[config.mk]
export PLATFORM = sky130hd
export DESIGN_NAME = i2c_irq_ctrl
export DESIGN_NICKNAME = d
export VERILOG_FILES = /design/src/rtl/i2c_irq_pkg.sv /design/src/rtl/i2c_irq_decode.sv /design/src/rtl/i2c_irq_thresh.sv /design/src/rtl/i2c_irq_latch.sv /design/src/rtl/i2c_irq_ctrl.sv
export SDC_FILE = /design/constraint.sdc
export NUM_CORES = 1
export LEC_CHECK = 0
export BUFFER_PORTS_ARGS = -buffer_cell sky130_fd_sc_hd__buf_2
export CAP_MARGIN = 20
export CORE_UTILIZATION = 40
export CTS_CLUSTER_DIAMETER = 40
export DETAILED_ROUTE_END_ITERATION = 8
export GPL_TIMING_DRIVEN = 0
export PLACE_DENSITY = 0.67
export REMOVE_ABC_BUFFERS = 1
export SYNTH_ARGS = -nofsm -noshare
export SYNTH_HDL_FRONTEND = slang
export SYNTH_HIERARCHICAL = 1
export SYNTH_SLANG_ARGS = --single-unit
export TNS_END_PERCENT = 1
[constraint.sdc]
create_clock -name clk_i -period 2.7 [get_ports clk_i]
set_input_delay 0.135 -clock clk_i [delete_from_list [all_inputs] [get_ports clk_i]]
set_output_delay 0.135 -clock clk_i [all_outputs]
set_load 0.05 [all_outputs]
[src/rtl/i2c_irq_pkg.sv]
package i2c_irq_pkg;
  localparam int unsigned N_EVT  = 12;
  localparam int unsigned ADDR_W = 5;
  localparam int unsigned DATA_W = 16;

  localparam int unsigned B_RXTH = 2;
  localparam int unsigned B_TXTH = 4;
  localparam int unsigned B_ABRT = 6;

  // sticky sources: every bit except the two level conditions
  localparam logic [N_EVT-1:0] EDGE_MASK = 12'hFEB;

  localparam logic [ADDR_W-1:0] A_RAW     = 5'd0;
  localparam logic [ADDR_W-1:0] A_MASK    = 5'd1;
  localparam logic [ADDR_W-1:0] A_MSTAT   = 5'd2;
  localparam logic [ADDR_W-1:0] A_RXTHR   = 5'd3;
  localparam logic [ADDR_W-1:0] A_TXTHR   = 5'd4;
  localparam logic [ADDR_W-1:0] A_CLRALL  = 5'd5;
  localparam logic [ADDR_W-1:0] A_ABRTSRC = 5'd6;
  localparam logic [ADDR_W-1:0] A_CLRBASE = 5'd16;
endpackage

[src/rtl/i2c_irq_decode.sv]
module i2c_irq_decode
  import i2c_irq_pkg::*;
(
  input  logic              req_i,
  input  logic              we_i,
  input  logic [ADDR_W-1:0] addr_i,
  output logic              wr_mask_o,
  output logic              wr_rxthr_o,
  output logic              wr_txthr_o,
  output logic              clr_all_o,
  output logic [N_EVT-1:0]  clr_one_o
);
  logic rd_en, wr_en;

  assign rd_en = req_i & ~we_i;
  assign wr_en = req_i & we_i;

  assign wr_mask_o  = wr_en && (addr_i == A_MASK);
  assign wr_rxthr_o = wr_en && (addr_i == A_RXTHR);
  assign wr_txthr_o = wr_en && (addr_i == A_TXTHR);
  assign clr_all_o  = rd_en && (addr_i == A_CLRALL);

  for (genvar k = 0; k < N_EVT; k++) begin : g_clr
    assign clr_one_o[k] = rd_en && (addr_i == A_CLRBASE + ADDR_W'(k));
  end
endmodule

[src/rtl/i2c_irq_thresh.sv]
module i2c_irq_thresh #(
  parameter int unsigned DEPTH = 16,
  localparam int unsigned LVL_W = $clog2(DEPTH + 1),
  localparam int unsigned THR_W = $clog2(DEPTH)
) (
  input  logic             clk_i,
  input  logic             rst_ni,
  input  logic             wr_rx_i,
  input  logic             wr_tx_i,
  input  logic [THR_W-1:0] wdata_i,
  input  logic [LVL_W-1:0] rx_level_i,
  input  logic [LVL_W-1:0] tx_level_i,
  output logic [THR_W-1:0] rx_thr_o,
  output logic [THR_W-1:0] tx_thr_o,
  output logic             rx_hit_o,
  output logic             tx_hit_o
);
  logic [THR_W-1:0] rx_thr_q, tx_thr_q;

  always_ff @(posedge clk_i or negedge rst_ni) begin
    if (!rst_ni) begin
      rx_thr_q <= '0;
      tx_thr_q <= '0;
    end else begin
      if (wr_rx_i) rx_thr_q <= wdata_i;
      if (wr_tx_i) tx_thr_q <= wdata_i;
    end
  end

  assign rx_thr_o = rx_thr_q;
  assign tx_thr_o = tx_thr_q;
  // threshold N-1 fires once N entries are present
  assign rx_hit_o = rx_level_i >  LVL_W'(rx_thr_q);
  assign tx_hit_o = tx_level_i <= LVL_W'(tx_thr_q);
endmodule

[src/rtl/i2c_irq_latch.sv]
module i2c_irq_latch #(
  parameter int unsigned N     = 12,
  parameter logic [N-1:0] EDGE = '1,
  parameter int unsigned SRC_W = 16
) (
  input  logic             clk_i,
  input  logic             rst_ni,
  input  logic [N-1:0]     set_i,
  input  logic [N-1:0]     clr_i,
  input  logic             abrt_set_i,
  input  logic [SRC_W-1:0] abrt_src_i,
  input  logic             abrt_clr_i,
  output logic [N-1:0]     lat_o,
  output logic [SRC_W-1:0] abrt_src_o
);
  for (genvar k = 0; k < N; k++) begin : g_bit
    if (EDGE[k]) begin : g_sticky
      logic q;
      // set has priority so a colliding event is never lost
      always_ff @(posedge clk_i or negedge rst_ni) begin
        if (!rst_ni)       q <= 1'b0;
        else if (set_i[k]) q <= 1'b1;
        else if (clr_i[k]) q <= 1'b0;
      end
      assign lat_o[k] = q;
    end else begin : g_level
      assign lat_o[k] = 1'b0;
    end
  end

  logic [SRC_W-1:0] src_q;
  always_ff @(posedge clk_i or negedge rst_ni) begin
    if (!rst_ni) src_q <= '0;
    else         src_q <= (abrt_clr_i ? '0 : src_q) | (abrt_set_i ? abrt_src_i : '0);
  end
  assign abrt_src_o = src_q;
endmodule

[src/rtl/i2c_irq_ctrl.sv]
module i2c_irq_ctrl
  import i2c_irq_pkg::*;
#(
  parameter int unsigned DEPTH = 16,
  parameter int unsigned SRC_W = 16,
  localparam int unsigned LVL_W = $clog2(DEPTH + 1),
  localparam int unsigned THR_W = $clog2(DEPTH)
) (
  input  logic              clk_i,
  input  logic              rst_ni,
  input  logic              req_i,
  input  logic              we_i,
  input  logic [ADDR_W-1:0] addr_i,
  input  logic [DATA_W-1:0] wdata_i,
  output logic [DATA_W-1:0] rdata_o,
  input  logic [N_EVT-1:0]  evt_i,
  input  logic [SRC_W-1:0]  abort_src_i,
  input  logic [LVL_W-1:0]  rx_level_i,
  input  logic [LVL_W-1:0]  tx_level_i,
  output logic              irq_o
);
  logic             wr_mask, wr_rxthr, wr_txthr, clr_all;
  logic [N_EVT-1:0] clr_one, clr_vec, lat_q, raw_stat, mask_q, mstat;
  logic [THR_W-1:0] rx_thr, tx_thr;
  logic             rx_hit, tx_hit;
  logic [SRC_W-1:0] abrt_src;

  i2c_irq_decode u_dec (
    .req_i     (req_i),
    .we_i      (we_i),
    .addr_i    (addr_i),
    .wr_mask_o (wr_mask),
    .wr_rxthr_o(wr_rxthr),
    .wr_txthr_o(wr_txthr),
    .clr_all_o (clr_all),
    .clr_one_o (clr_one)
  );

  i2c_irq_thresh #(.DEPTH(DEPTH)) u_thr (
    .clk_i     (clk_i),
    .rst_ni    (rst_ni),
    .wr_rx_i   (wr_rxthr),
    .wr_tx_i   (wr_txthr),
    .wdata_i   (wdata_i[THR_W-1:0]),
    .rx_level_i(rx_level_i),
    .tx_level_i(tx_level_i),
    .rx_thr_o  (rx_thr),
    .tx_thr_o  (tx_thr),
    .rx_hit_o  (rx_hit),
    .tx_hit_o  (tx_hit)
  );

  assign clr_vec = {N_EVT{clr_all}} | clr_one;

  i2c_irq_latch #(.N(N_EVT), .EDGE(EDGE_MASK), .SRC_W(SRC_W)) u_lat (
    .clk_i     (clk_i),
    .rst_ni    (rst_ni),
    .set_i     (evt_i & EDGE_MASK),
    .clr_i     (clr_vec),
    .abrt_set_i(evt_i[B_ABRT]),
    .abrt_src_i(abort_src_i),
    .abrt_clr_i(clr_vec[B_ABRT]),
    .lat_o     (lat_q),
    .abrt_src_o(abrt_src)
  );

  always_ff @(posedge clk_i or negedge rst_ni) begin
    if (!rst_ni)      mask_q <= '0;
    else if (wr_mask) mask_q <= wdata_i[N_EVT-1:0];
  end

  always_comb begin
    raw_stat         = lat_q;
    raw_stat[B_RXTH] = rx_hit;
    raw_stat[B_TXTH] = tx_hit;
  end

  assign mstat = raw_stat & mask_q;
  assign irq_o = |mstat;

  always_comb begin
    rdata_o = '0;
    if (req_i && !we_i) begin
      if (addr_i >= A_CLRBASE && addr_i < A_CLRBASE + ADDR_W'(N_EVT)) begin
        rdata_o[0] = raw_stat[addr_i - A_CLRBASE];
      end else begin
        unique case (addr_i)
          A_RAW, A_CLRALL: rdata_o = DATA_W'(raw_stat);
          A_MASK:          rdata_o = DATA_W'(mask_q);
          A_MSTAT:         rdata_o = DATA_W'(mstat);
          A_RXTHR:         rdata_o = DATA_W'(rx_thr);
          A_TXTHR:         rdata_o = DATA_W'(tx_thr);
          A_ABRTSRC:       rdata_o = DATA_W'(abrt_src);
          default:         rdata_o = '0;
        endcase
      end
    end
  end
endmodule

Word-level counts from Yosys, hierarchy flattened:

Cells that the tools add are included.

* bits in registers: 46
* output and inout port bits: 17
* logic and storage cells: 104

* add/subtract/negate cells: 1
* magnitude comparators: 5
* equal/unequal tests: 18
* multiplexer cells: 28
* bitwise gates (word level): 6
* reduce and logical (&&, ||, !) cells: 32

Operators by type and width (count)
* case mux 16 bit (6 select lines): 1
* == test 5 bit (second input constant): 12
* 2-to-1 mux 16 bit: 3
* 2-to-1 mux 1 bit: 22
* nonzero test 2 bit: 10
* logical AND 1 bit: 18
* OR 16 bit: 1
* == test 5 x 3 -> 1 bit (second input constant): 3
* 2-to-1 mux 15 bit: 1
* AND 12 bit: 1
* OR 12 bit: 1
* OR reduction 12 bit: 1
* == test 5 x 2 -> 1 bit (second input constant): 2
* less-than comparator 5 bit (second input constant): 2
* == test 5 x 1 -> 1 bit (second input constant): 1
* >= comparator 5 bit (second input constant): 1
* greater-than comparator 5 x 4 -> 1 bit: 1
* <= comparator 5 x 4 -> 1 bit: 1
* zero test 5 bit: 1
* subtractor 5 bit (second input constant): 1
* binary-select mux 1 bit (select 4 bit): 1
* AND 1 bit: 2
* OR reduction 2 bit: 1
* zero test 1 bit: 1
* inverter 1 bit: 1

Logic depth before layout (Yosys ltp):

Gate-level depths: netlist (run 1).

* depth in word-level cells: 6
* gate-level depth with buffers: 9
* depth with buffers taken out: 9

By module:

Netlist (run 1), hierarchy kept.

By module, submodules not included
* i2c_irq_ctrl: times used 1, cells each 152, area each 1286.2 sq um, sequential area each 300.3 sq um
* i2c_irq_latch: times used 1, cells each 110, area each 1128.6 sq um, sequential area each 650.6 sq um
* i2c_irq_thresh: times used 1, cells each 52, area each 483.0 sq um, sequential area each 200.2 sq um
* i2c_irq_decode: times used 1, cells each 27, area each 170.2 sq um, sequential area each 0.0 sq um

Worst setup path after synthesis (run 1):

No wires, ideal clock.

* kind: reg-to-output
* start: reg u_thr.tx_thr_q[2], in the netlist u_thr/tx_thr_o[2]
* end: out rdata_o[0]
* data arrival time: 2707 ps
* data required time: 2565 ps
* slack: -142 ps
* cell stages (with the launch flop): 10
* path buffers: 0
* cells stage by stage: dfrtp_1 inv_1 ha_1 a21oi_1 o221ai_1 a21oi_1 mux4_2 nand4bb_1 o211ai_1 a221oi_1

* word-level cells in the longest chain between the ends: 5

RTL lines
* from (decl): RTL line i2c_irq_thresh.sv:18 `logic [THR_W-1:0] rx_thr_q, tx_thr_q;`
* from (signal assigned): RTL line i2c_irq_thresh.sv:26 `if (wr_tx_i) tx_thr_q <= wdata_i;`
* <= comparator 5 x 4 -> 1 bit: RTL line i2c_irq_thresh.sv:34 `assign tx_hit_o = tx_level_i <= LVL_W'(tx_thr_q);`
* named net tx_hit: RTL line i2c_irq_ctrl.sv:25 `logic rx_hit, tx_hit;`
* binary-select mux 1 bit (select 4 bit): RTL line i2c_irq_ctrl.sv:85 `rdata_o[0] = raw_stat[addr_i - A_CLRBASE];`
* 2-to-1 mux 1 bit (implied by the code): RTL line i2c_irq_ctrl.sv:85
* 2-to-1 mux 1 bit: RTL line i2c_irq_ctrl.sv:84 `if (addr_i >= A_CLRBASE && addr_i < A_CLRBASE + ADDR_W'(N_EVT)) begin`
* 2-to-1 mux 16 bit: RTL line i2c_irq_ctrl.sv:83 `if (req_i && !we_i) begin`
* to (decl): RTL line i2c_irq_ctrl.sv:15 `output logic [DATA_W-1:0] rdata_o,`

The timed path passes the listed nets, and every way through them passes these cells. The select of a mux whose other input is x is not followed.

Worst setup path in the final report (run 1):

* start: reg u_thr.rx_thr_q[2], in the netlist u_thr/rx_thr_o[2]
* end: out rdata_o[0]

* word-level cells in the longest chain between the ends: 5

RTL lines
* from (decl): RTL line i2c_irq_thresh.sv:18
* from (signal assigned): RTL line i2c_irq_thresh.sv:25 `if (wr_rx_i) rx_thr_q <= wdata_i;`
* greater-than comparator 5 x 4 -> 1 bit: RTL line i2c_irq_thresh.sv:33 `assign rx_hit_o = rx_level_i > LVL_W'(rx_thr_q);`
* named net rx_hit: RTL line i2c_irq_ctrl.sv:25
* binary-select mux 1 bit (select 4 bit): RTL line i2c_irq_ctrl.sv:85
* 2-to-1 mux 1 bit (implied by the code): RTL line i2c_irq_ctrl.sv:85
* 2-to-1 mux 1 bit: RTL line i2c_irq_ctrl.sv:84
* 2-to-1 mux 16 bit: RTL line i2c_irq_ctrl.sv:83

The timed path passes the listed nets, and every way through them passes these cells. The select of a mux whose other input is x is not followed.

==> run_results.csv, run 1 <==
group,metric,value,unit
cts,cts-root-buf,"clkbuf_8",
critical_path,cp.arrival,2620,ps
sta,final_max_slew_viol_count,0,
route,via_per_inst,5.36,
cts,cts_sinks,46,
route,route.vias.total,2662,
placement,dpl.hpwl,5.43,mm
pwr,powerDensity,456,mW/mm2
critical_path,path_class,"flip-flop to output pin",
sta,finClkSkew,0,ps
pwr,leakage,1.72,nW
critical_path,crit_path_max_fanout,2,
sta,grt_setup_unrepaired,"true",
cts,htreeDepth,2,
route,ant_nets,0,
route,met3_length,460,um
final_layout,fin_area,0.00363,mm2
final_layout,final_cells,497,
placement,place_area,0.00333,mm2
sta,max_slew_margin,0.312,
sta,fmax,364,MHz
route,drt_first_pass_iters,7,
yosys,syn_area_per_cell,9.07,um2
floorplan,pin_count,80,
floorplan,fp.dieH,88.9,um
yosys,syn_inst,333,
final_layout,antennaDiodeCount,0,
global_routing,grt-ovfl-total,0,
floorplan,row_count,31,
yosys,yosysWarnings,6,
cts,clock_latency,300,ps
placement,place_congestion,0.843,
critical_path,crit_required,2570,ps
critical_path,cp-start-kind,"flip-flop",
route,wl_met1,3.48,mm
min_path,hp-class,"input port to flip-flop",
final_layout,drive_gt1_frac,0.377,
floorplan,initial_core_util,0.414,
sta,worst_pin_slew,1020,ps
cts,numCtsBuffers,5,
critical_path,ff2ff_setup_slack,1770,ps
sta,worst_hold_slack,5.34,ps
cts,clk_pin_slew_worst_paths,100,ps
global_routing,grt_pass1_wl,12.5,mm
outcome,failed_checks,"setup timing",
route,met2_length,3.81,mm
flow_run,drv_cap,0,
route,totalWireLength,7.88,mm
global_routing,grt_usage,0.210,
min_path,hold_start,"evt_i[1]",
cts,cts_tree,"done",
sta,finalCriticalPeriod,2750,ps
sta,setup_tns,-50.4,ps
pwr,ir_drop,0.000200,V
route,maxUsedRoutingLayer,"met4",
route,drtIter0Drc,217,
cts,cts_buffer_depth,2,
critical_path,rr_worst_depth,4,
outcome,run_status,"complete, but fails checks",
critical_path,r2r_end,"u_thr/rx_thr_o[2]",
floorplan,placeableCoreArea,0.00729,mm2
final_layout,nets,468,
placement,dp.cells,478,
floorplan,die_w,88.9,um
sta,post-route-period-util,1.02,
placement,place_ws,176,ps
route,drc_errors,0,
final_layout,area_growth,20.1,%
global_routing,grt_pass1_vias,2587,
global_routing,antenna_found_initial,0,
min_path,hold_end,"u_lat/g_bit[1].g_sticky.q",
global_routing,grt_max_degree,47,
sta,setup_slack,-50.4,ps
critical_path,r2r_start,"u_thr/rx_thr_o[2]",
critical_path,crit_path_end_kind,"output pin",
route,routedWlPerCell,15.9,um
placement,portBuffers,73,
sta,setup_viol,1,
floorplan,dieArea,0.00791,mm2
sta,hold_violations,0,
min_path,hold_path_depth,2,
yosys,syn-cell-area,0.00302,mm2
-- report_power, final --
part / internal, mW / leakage, nW / switching (mW) / total (mW)
combinational: 0.206 / 1.20 / 0.214 / 0.420
sequential: 0.748 / 0.477 / 0.0484 / 0.796
clock: 0.183 / 0.0452 / 0.255 / 0.439
-- layout by cell type, fill, tap and decap left out, types with 4 or more instances in the layout --
cell type / n
ha_1: 5
o21ai_1: 9
o21ai_0: 17
a22oi_1: 9
and3_1: 4
buf_4: 7
mux2_2: 15
clkbuf_8: 5
a21o_1: 11
nand2_1: 27
inv_2: 4
or2_2: 10
dfrtp_1: 46
o21ai_2: 10
buf_2: 70
nor3_1: 20
inv_1: 46
nand3_1: 4
nand2b_1: 4
a21oi_1: 11
-- worst max-delay path by stage --
stage | start | end | slack [ps] | cells after the start
after floorplan | u_thr/tx_thr_o[2] | rdata_o[0] | -140 | 9
after global placement | addr_i[1] | mask_q[9] | -90 | 4
after CTS | u_thr/rx_thr_o[2] | rdata_o[0] | -80 | 9
after detailed placement | u_thr/tx_thr_o[2] | rdata_o[0] | 180 | 10
final | u_thr/rx_thr_o[2] | rdata_o[0] | -50 | 9
after global routing | u_thr/rx_thr_o[2] | rdata_o[0] | -150 | 9
-- registers in the layout (all words and copies together), names as in the netlist --
signal and cells:
u_thr/rx_thr_o 4, u_lat/g_bit.g_sticky.q 10, u_thr/tx_thr_o 4, mask_q 12
u_lat/abrt_src_o 16
-- layer usage --
layer	vias to the layer above	global-route usage
li1	1268	-
met3	15	0.0443
met4	0	0.0689
met2	82	0.340
met5	-	0
met1	1297	0.281
-- per-stage QoR --
stage	power [mW]	utilization
final	1.65	0.498
after global routing	1.75	0.498
after CTS	1.60	0.480
after detailed placement	1.13	0.456
after global placement	1.12	0.454
after floorplan	0.992	-
-- cell type report --
class / instances / area [um2]
Sequential cell: 46 / 1150
Inverter: 50 / 188
Clock buffer: 6 / 72.6
Fill cell: 737 / 3660
Timing Repair Buffer: 85 / 492
Tap cell: 99 / 124
Clock inverter: 2 / 13.8
Multi-Input combinational cell: 209 / 1590
-- critical path, stage by stage (launching register included) --
cell,delay [ps]
dfrtp_1,380
inv_2,60
ha_4,290
nand3_4,80
o31a_4,290
mux4_2,450
mux2_4,280
o211ai_1,220
a221oi_2,70
buf_6,170
-- repair_timing --
item	4_1_cts	5_1_grt
endpoints found under the setup margin	1	2
endpoints found under the hold margin	2	20
buffers inserted	2	4
pin swaps	5	5
cloned	0	0
hold buffers	2	1
gates resized for setup	10	14
No activity file was read; power rests on OpenSTA's default activity.
==> run 2, diff against run 1 <==
--- a/config.mk
+++ b/config.mk
@@ -10,7 +10,7 @@
 export CORE_UTILIZATION = 40
 export CTS_CLUSTER_DIAMETER = 40
 export DETAILED_ROUTE_END_ITERATION = 8
-export GPL_TIMING_DRIVEN = 0
+export GPL_TIMING_DRIVEN = 1
 export PLACE_DENSITY = 0.67
 export REMOVE_ABC_BUFFERS = 1
 export SYNTH_ARGS = -nofsm -noshare
==> run 2 against run 1 <==
Against the previous run:
- the flow now finishes without violations
- global-route usage shrank 0.98 points
- fmax is 3.0% higher
- critical path depth is the same
- cell count shrank 0.40%
- critical path type unchanged
- largest cell class unchanged
==> run_results.csv, run 2 (synthesized netlist as in run 1, its figures left out) <==
group,metric,value,unit
pwr,sequentialPowerShare,0.459,
pwr,power.switching,0.512,mW
route,route.vias.total,2667,
placement,portBuffers,73,
pwr,clkPwrFrac,0.310,
cts,clock_latency,300,ps
sta,hold_violations,0,
placement,place_congestion,0.914,
critical_path,slowest_stage,"mux4_2",
critical_path,cpPeakStageDelay,450,ps
outcome,run_status,"finished, final reports clean",
sta,max_slew_margin,0.464,
floorplan,placeableCoreArea,0.00729,mm2
route,drt_first_pass_iters,5,
final_layout,final_common_cell,"buf_2",
pwr,swShare,0.296,
floorplan,row_count,31,
pwr,powerDensity,479,mW/mm2
final_layout,final_cells,495,
route,routedWlPerCell,15.5,um
sta,post-route-period-util,0.989,
final_layout,drive_gt1_frac,0.376,
sta,worst_pin_slew,799,ps
sta,final_max_slew_viol_count,0,
cts,cts-root-buf,"clkbuf_8",
cts,cts_sinks,46,
sta,fmax,375,MHz
cts,htreeDepth,2,
route,via_per_inst,5.39,
final_layout,largest_reg_flops,16,
global_routing,grt_pass1_wl,11.9,mm
critical_path,crit_path_max_fanout,2,
route,drtIter0Drc,250,
cts,cts_buffer_depth,2,
floorplan,die_w,88.9,um
final_layout,final_cell_mix,"buf_2, inv_1, dfrtp_1, nand2_1, nor3_1",
pwr,leakage,1.72,nW
cts,clk_pin_slew_worst_paths,90,ps
sta,finClkSkew,0,ps
global_routing,grt_pass1_vias,2418,
critical_path,cp-start-kind,"flip-flop",
global_routing,antenna_found_initial,0,
final_layout,area_growth,19.4,%
global_routing,grt_max_degree,47,
global_routing,grt_usage,0.200,
pwr,p_int,1.22,mW
critical_path,path_class,"flip-flop to output pin",
floorplan,dieArea,0.00791,mm2
cts,numCtsBuffers,5,
final_layout,fin_area,0.00361,mm2
sta,grt_setup_unrepaired,"true",
pwr,ir_drop,0.000203,V
route,drc_errors,0,
global_routing,grt-ovfl-total,0,
floorplan,fp.dieH,88.9,um
min_path,hp-class,"input port to flip-flop",
floorplan,initial_core_util,0.414,
critical_path,crit_required,2570,ps
cts,cts_tree,"done",
floorplan,pin_count,80,
critical_path,cp.arrival,2530,ps
placement,dp.cells,481,
pwr,pwr-share-comb,0.231,
critical_path,worstPathCellList,"inv_1, ha_4, nand3_4, o31a_4, mux4_2, mux2_2, o211ai_1, a221oi_2, buf_6",
flow_run,drv_cap,0,
sta,setup_viol,0,
critical_path,crit_path_end_kind,"output pin",
final_layout,nets,466,
route,totalWireLength,7.67,mm
sta,finalCriticalPeriod,2670,ps
route,ant_nets,0,
placement,dpl.hpwl,5.36,mm
pwr,power,1.73,mW
final_layout,antennaDiodeCount,0,
placement,place_area,0.00335,mm2
run 2: power groups by stage:
stage               sequential (mW)  clock (mW)  combinational, mW
floorplan                     0.789           0              0.203
global placement              0.804           0              0.315
detailed placement            0.806           0              0.325
CTS                           0.793       0.547              0.362
global route                  0.801       0.577              0.438
finish                        0.793       0.536              0.399
run 2: per-stage QoR:
| stage | setup WS [ps] | hold slack [ps] | util | TNS, ps |
|---|---|---|---|---|
| finish | 30.5 | 7.81 | 0.495 | 0 |
| global route | -84.1 | 1.12 | 0.495 | -84.1 |
| CTS | -52.5 | 5.51 | 0.485 | -52.5 |
| detailed placement | 150 | 320 | 0.459 | 0 |
| global placement | 252 | 314 | 0.459 | 0 |
| floorplan | -142 | -161 | - | -142 |
run 2: worst paths after layout:
kind | startpoint | endpoint | cells past startpoint | slack [ps]
worst min register to register | u_lat/abrt_src_o[12] | u_lat/abrt_src_o[12] | 2 | 520
worst max-delay path | u_thr/rx_thr_o[3] | rdata_o[0] | 9 | 30
worst min-delay path | evt_i[11] | u_lat/g_bit[11].g_sticky.q | 2 | 8
worst max register to register | u_thr/tx_thr_o[0] | u_thr/tx_thr_o[0] | 1 | 1900
max in group asynchronous | rst_ni | u_lat/g_bit[6].g_sticky.q | 3 | 1920
min in group asynchronous | rst_ni | u_thr/tx_thr_o[0] | 2 | 280
run 2: repair_timing:
item                                    CTS  global route
resized for setup                        10             5
pin swaps                                 2             2
hold endpoints to repair                  0            15
hold buffers                              0             1
setup buffers                             3             1
endpoints found under the setup margin    1             1
run 2: area by class of cell:
class / instances / area (um2)
tap: 99 / 124
timing repair buffer: 83 / 462
fill: 738 / 3680
inverter: 50 / 188
clock inverter: 3 / 43.8
sequential: 46 / 1150
clock buffer: 5 / 68.8
multi-input combinational: 209 / 1570
run 2: routing by layer:
metal	vias up	part of all wire	routed length, um	global-route usage
met5	-	0	0	0
met4	0	0.012	95	0.0616
met3	11	0.056	433	0.0259
met2	101	0.47	3610	0.310
met1	1278	0.46	3520	0.292
li1	1277	-	-	-
run 2: critical path: cells and delay by family, from the launching register on:
kind            cells  cell delay, ps
mux                 2             720
compound gates      3             560
flops               1             360
fa+ha+maj           1             280
buf+inv             2             250
simple gates        1              70
==> run 3, diff against run 2 <==
--- a/config.mk
+++ b/config.mk
@@ -11,10 +11,9 @@
 export CTS_CLUSTER_DIAMETER = 40
 export DETAILED_ROUTE_END_ITERATION = 8
 export GPL_TIMING_DRIVEN = 1
-export PLACE_DENSITY = 0.67
+export PLACE_DENSITY_LB_ADDON = 0.25
 export REMOVE_ABC_BUFFERS = 1
 export SYNTH_ARGS = -nofsm -noshare
 export SYNTH_HDL_FRONTEND = slang
-export SYNTH_HIERARCHICAL = 1
 export SYNTH_SLANG_ARGS = --single-unit
 export TNS_END_PERCENT = 1
==> run 3 against run 2 <==
Against the previous run:
- synthesized cell count down 25%
- routed wire length down 7.9%
- clock-buffer cell count up 1
- utilization up 0.28 points
- total power down 13%
- clock power down 21%
- largest power group unchanged
- highest routed layer unchanged
==> run_results.csv, run 3 <==
group,metric,value,unit
route,route.vias.total,2341,
critical_path,crit_required,2570,ps
global_routing,grt-ovfl-total,0,
critical_path,crit_path_end_kind,"output pin",
min_path,hp-class,"input port to flip-flop",
route,drtIter0Drc,116,
yosys,synth_ff_type,"dfrtp_1",
flow_run,drv_cap,0,
cts,cts_buffer_depth,2,
cts,clock_latency,300,ps
yosys,synthTopCellsByCount,"dfrtp_1, mux2_1, a22o_1",
route,routedWlPerCell,17.7,um
cts,htreeDepth,2,
global_routing,antenna_found_initial,0,
route,ant_nets,0,
final_layout,drive_gt1_frac,0.301,
yosys,syn-cell-area,0.00266,mm2
final_layout,final_common_cell,"buf_2",
floorplan,initial_core_util,0.417,
floorplan,row_count,29,
pwr,power.switching,0.444,mW
critical_path,cp.arrival,2310,ps
sta,setup_tns,0,ps
sta,worst_hold_slack,15.1,ps
cts,cts_sinks,46,
yosys,ys_ff_latch,46,
floorplan,pin_count,80,
pwr,clkPwrFrac,0.285,
pwr,pwr-share-comb,0.189,
critical_path,r2r_end,"mask_q[1]",
global_routing,grt_usage,0.214,
critical_path,ff2ff_setup_slack,1850,ps
cts,postCtsSetupBuffers,0,
yosys,yosys.area.top_type_share,0.432,
route,via_per_inst,5.87,
floorplan,placeableCoreArea,0.00639,mm2
yosys,syn_area_per_cell,10.6,um2
yosys,synth.most_common_cell,"dfrtp_1",
final_layout,nets,392,
route,drt_first_pass_iters,6,
sta,max_slew_margin,0.595,
yosys,async_flop_share,1.00,
yosys,yosysSeqAreaShare,0.432,
global_routing,grt_pass1_vias,2275,
yosys,synth_area_leaders,"dfrtp_1, mux2_1, a22o_1, ha_1, a21o_1",
floorplan,dieArea,0.00699,mm2
cts,numCtsBuffers,5,
critical_path,crit_path_max_fanout,3,
pwr,powerDensity,471,mW/mm2
critical_path,r2r_start,"mask_q[1]",
sta,post-route-period-util,0.906,
outcome,run_status,"finished, final reports clean",
global_routing,grt_pass1_wl,11.6,mm
final_layout,area_growth,19.3,%
floorplan,die_w,83.6,um
global_routing,grt_max_degree,47,
pwr,swShare,0.297,
critical_path,cp-start-kind,"flip-flop",
pwr,ir_drop,0.000297,V
route,totalWireLength,7.06,mm
sta,grt_setup_unrepaired,"false",
cts,cts_hold_buf,0,
final_layout,antennaDiodeCount,0,
yosys,ys_types,46,
yosys,yosysTopAreaCell,"dfrtp_1",
cts,cts_resized,0,
cts,cts-root-buf,"clkbuf_8",
sta,setup_viol,0,
final_layout,fillers,621,
sta,worst_pin_slew,608,ps
sta,fmax,409,MHz
pwr,sequentialPowerShare,0.526,
min_path,hold_end,"u_lat.g_bit[5].g_sticky.q",
placement,dpl.hpwl,5.07,mm
sta,hold_violations,0,
sta,final_max_slew_viol_count,0,
sta,finClkSkew,0,ps
critical_path,path_class,"flip-flop to output pin",
min_path,hold_path_depth,2,
yosys,syn_inst,251,
final_layout,largest_reg_flops,16,
critical_path,rr_worst_depth,1,
yosys,yosysWarnings,0,
yosys,synth_edf_count,0,
final_layout,final_cell_mix,"buf_2, dfrtp_1, mux2_1, a22o_1, nor2_1",
cts,cts_tree,"done",
floorplan,fp.dieH,83.6,um
pwr,leakage,1.57,nW
placement,portBuffers,73,
cts,clk_pin_slew_worst_paths,90,ps
sta,finalCriticalPeriod,2450,ps
placement,place_congestion,0.919,
pwr,p_int,1.05,mW
min_path,hold_start,"evt_i[5]",
route,drc_errors,0,
run 3: changes by cell type in the layout (fill, tap and decap cells not counted), moves of 15 or more:
cell	delta
a22o_1	+15
nor3_1	-20
nand2_1	-16
inv_1	-34
o21ai_0	-16
mux2_2	-15
mux2_1	+20
run 3: layout make-up:
class | count | area, um2 | area share
Tap cell | 77 | 96.3 | 0.0303
Sequential cell | 46 | 1150 | 0.362
Clock inverter | 2 | 13.8 | 0.00433
Inverter | 13 | 48.8 | 0.0154
Timing Repair Buffer | 79 | 425 | 0.134
Multi-Input combinational cell | 176 | 1370 | 0.431
Clock buffer | 6 | 72.6 | 0.0228
run 3: layer usage:
metal,GRT usage,share of wire,routed length [um],vias to the layer above
li1,-,-,-,1096
met1,0.313,0.47,3300,1131
met2,0.318,0.45,3160,100
met3,0.0336,0.061,430,14
met4,0.0770,0.024,170,0
met5,0,0,0,-
run 3: worst max-delay path: stages (launching register included):
cell	delay, ps
dfrtp_1	380
inv_1	50
ha_1	300
a211oi_1	210
nand2_1	80
o32ai_1	110
buf_4	190
o21ai_1	90
nor4_2	290
buf_2	310
run 3: power groups by stage:
stage	Clock, mW	Sequential [mW]	Combinational (mW)
final	0.426	0.787	0.284
after global routing	0.467	0.795	0.319
after CTS	0.440	0.786	0.282
after detailed placement	0	0.800	0.281
after global placement	0	0.799	0.274
after floorplan	0	0.783	0.163
run 3: how the worst max path moves through the flow:
| stage | start | end | slack (ps) | cells past startpoint |
|---|---|---|---|---|
| CTS | u_thr.tx_thr_o[3] | rdata_o[0] | 250 | 9 |
| detailed placement | u_thr.tx_thr_o[3] | rdata_o[0] | 610 | 9 |
| finish | u_thr.tx_thr_o[3] | rdata_o[0] | 250 | 9 |
| global placement | u_thr.tx_thr_o[3] | rdata_o[0] | 600 | 9 |
| global route | u_thr.tx_thr_o[3] | rdata_o[0] | 70 | 9 |
| floorplan | u_thr.tx_thr_o[3] | rdata_o[0] | 370 | 7 |
run 3: cells by family (layout without fill, tap and decap cells):
logic type / Yosys count / count (layout) / synth area share
xor+xnor: 1 / 1 / 0.00329
simple gates: 70 / 70 / 0.146
flops: 46 / 46 / 0.432
mux: 23 / 23 / 0.101
compound gates: 74 / 74 / 0.226
fa+ha+maj: 8 / 8 / 0.0376
buf+inv: 29 / 100 / 0.0535
run 3: through the flow:
| step | cell area (um2) | setup WS [ps] | power, mW | std cells | util |
|---|---|---|---|---|---|
| floorplan | 2570 | 372 | 0.946 | 235 | - |
| global placement | 3060 | 597 | 1.07 | 389 | 0.479 |
| detailed placement | 3060 | 607 | 1.08 | 389 | 0.479 |
| CTS | 3150 | 245 | 1.51 | 397 | 0.493 |
| global route | 3180 | 66.4 | 1.58 | 399 | 0.498 |
| finish | 3180 | 254 | 1.50 | 399 | 0.498 |
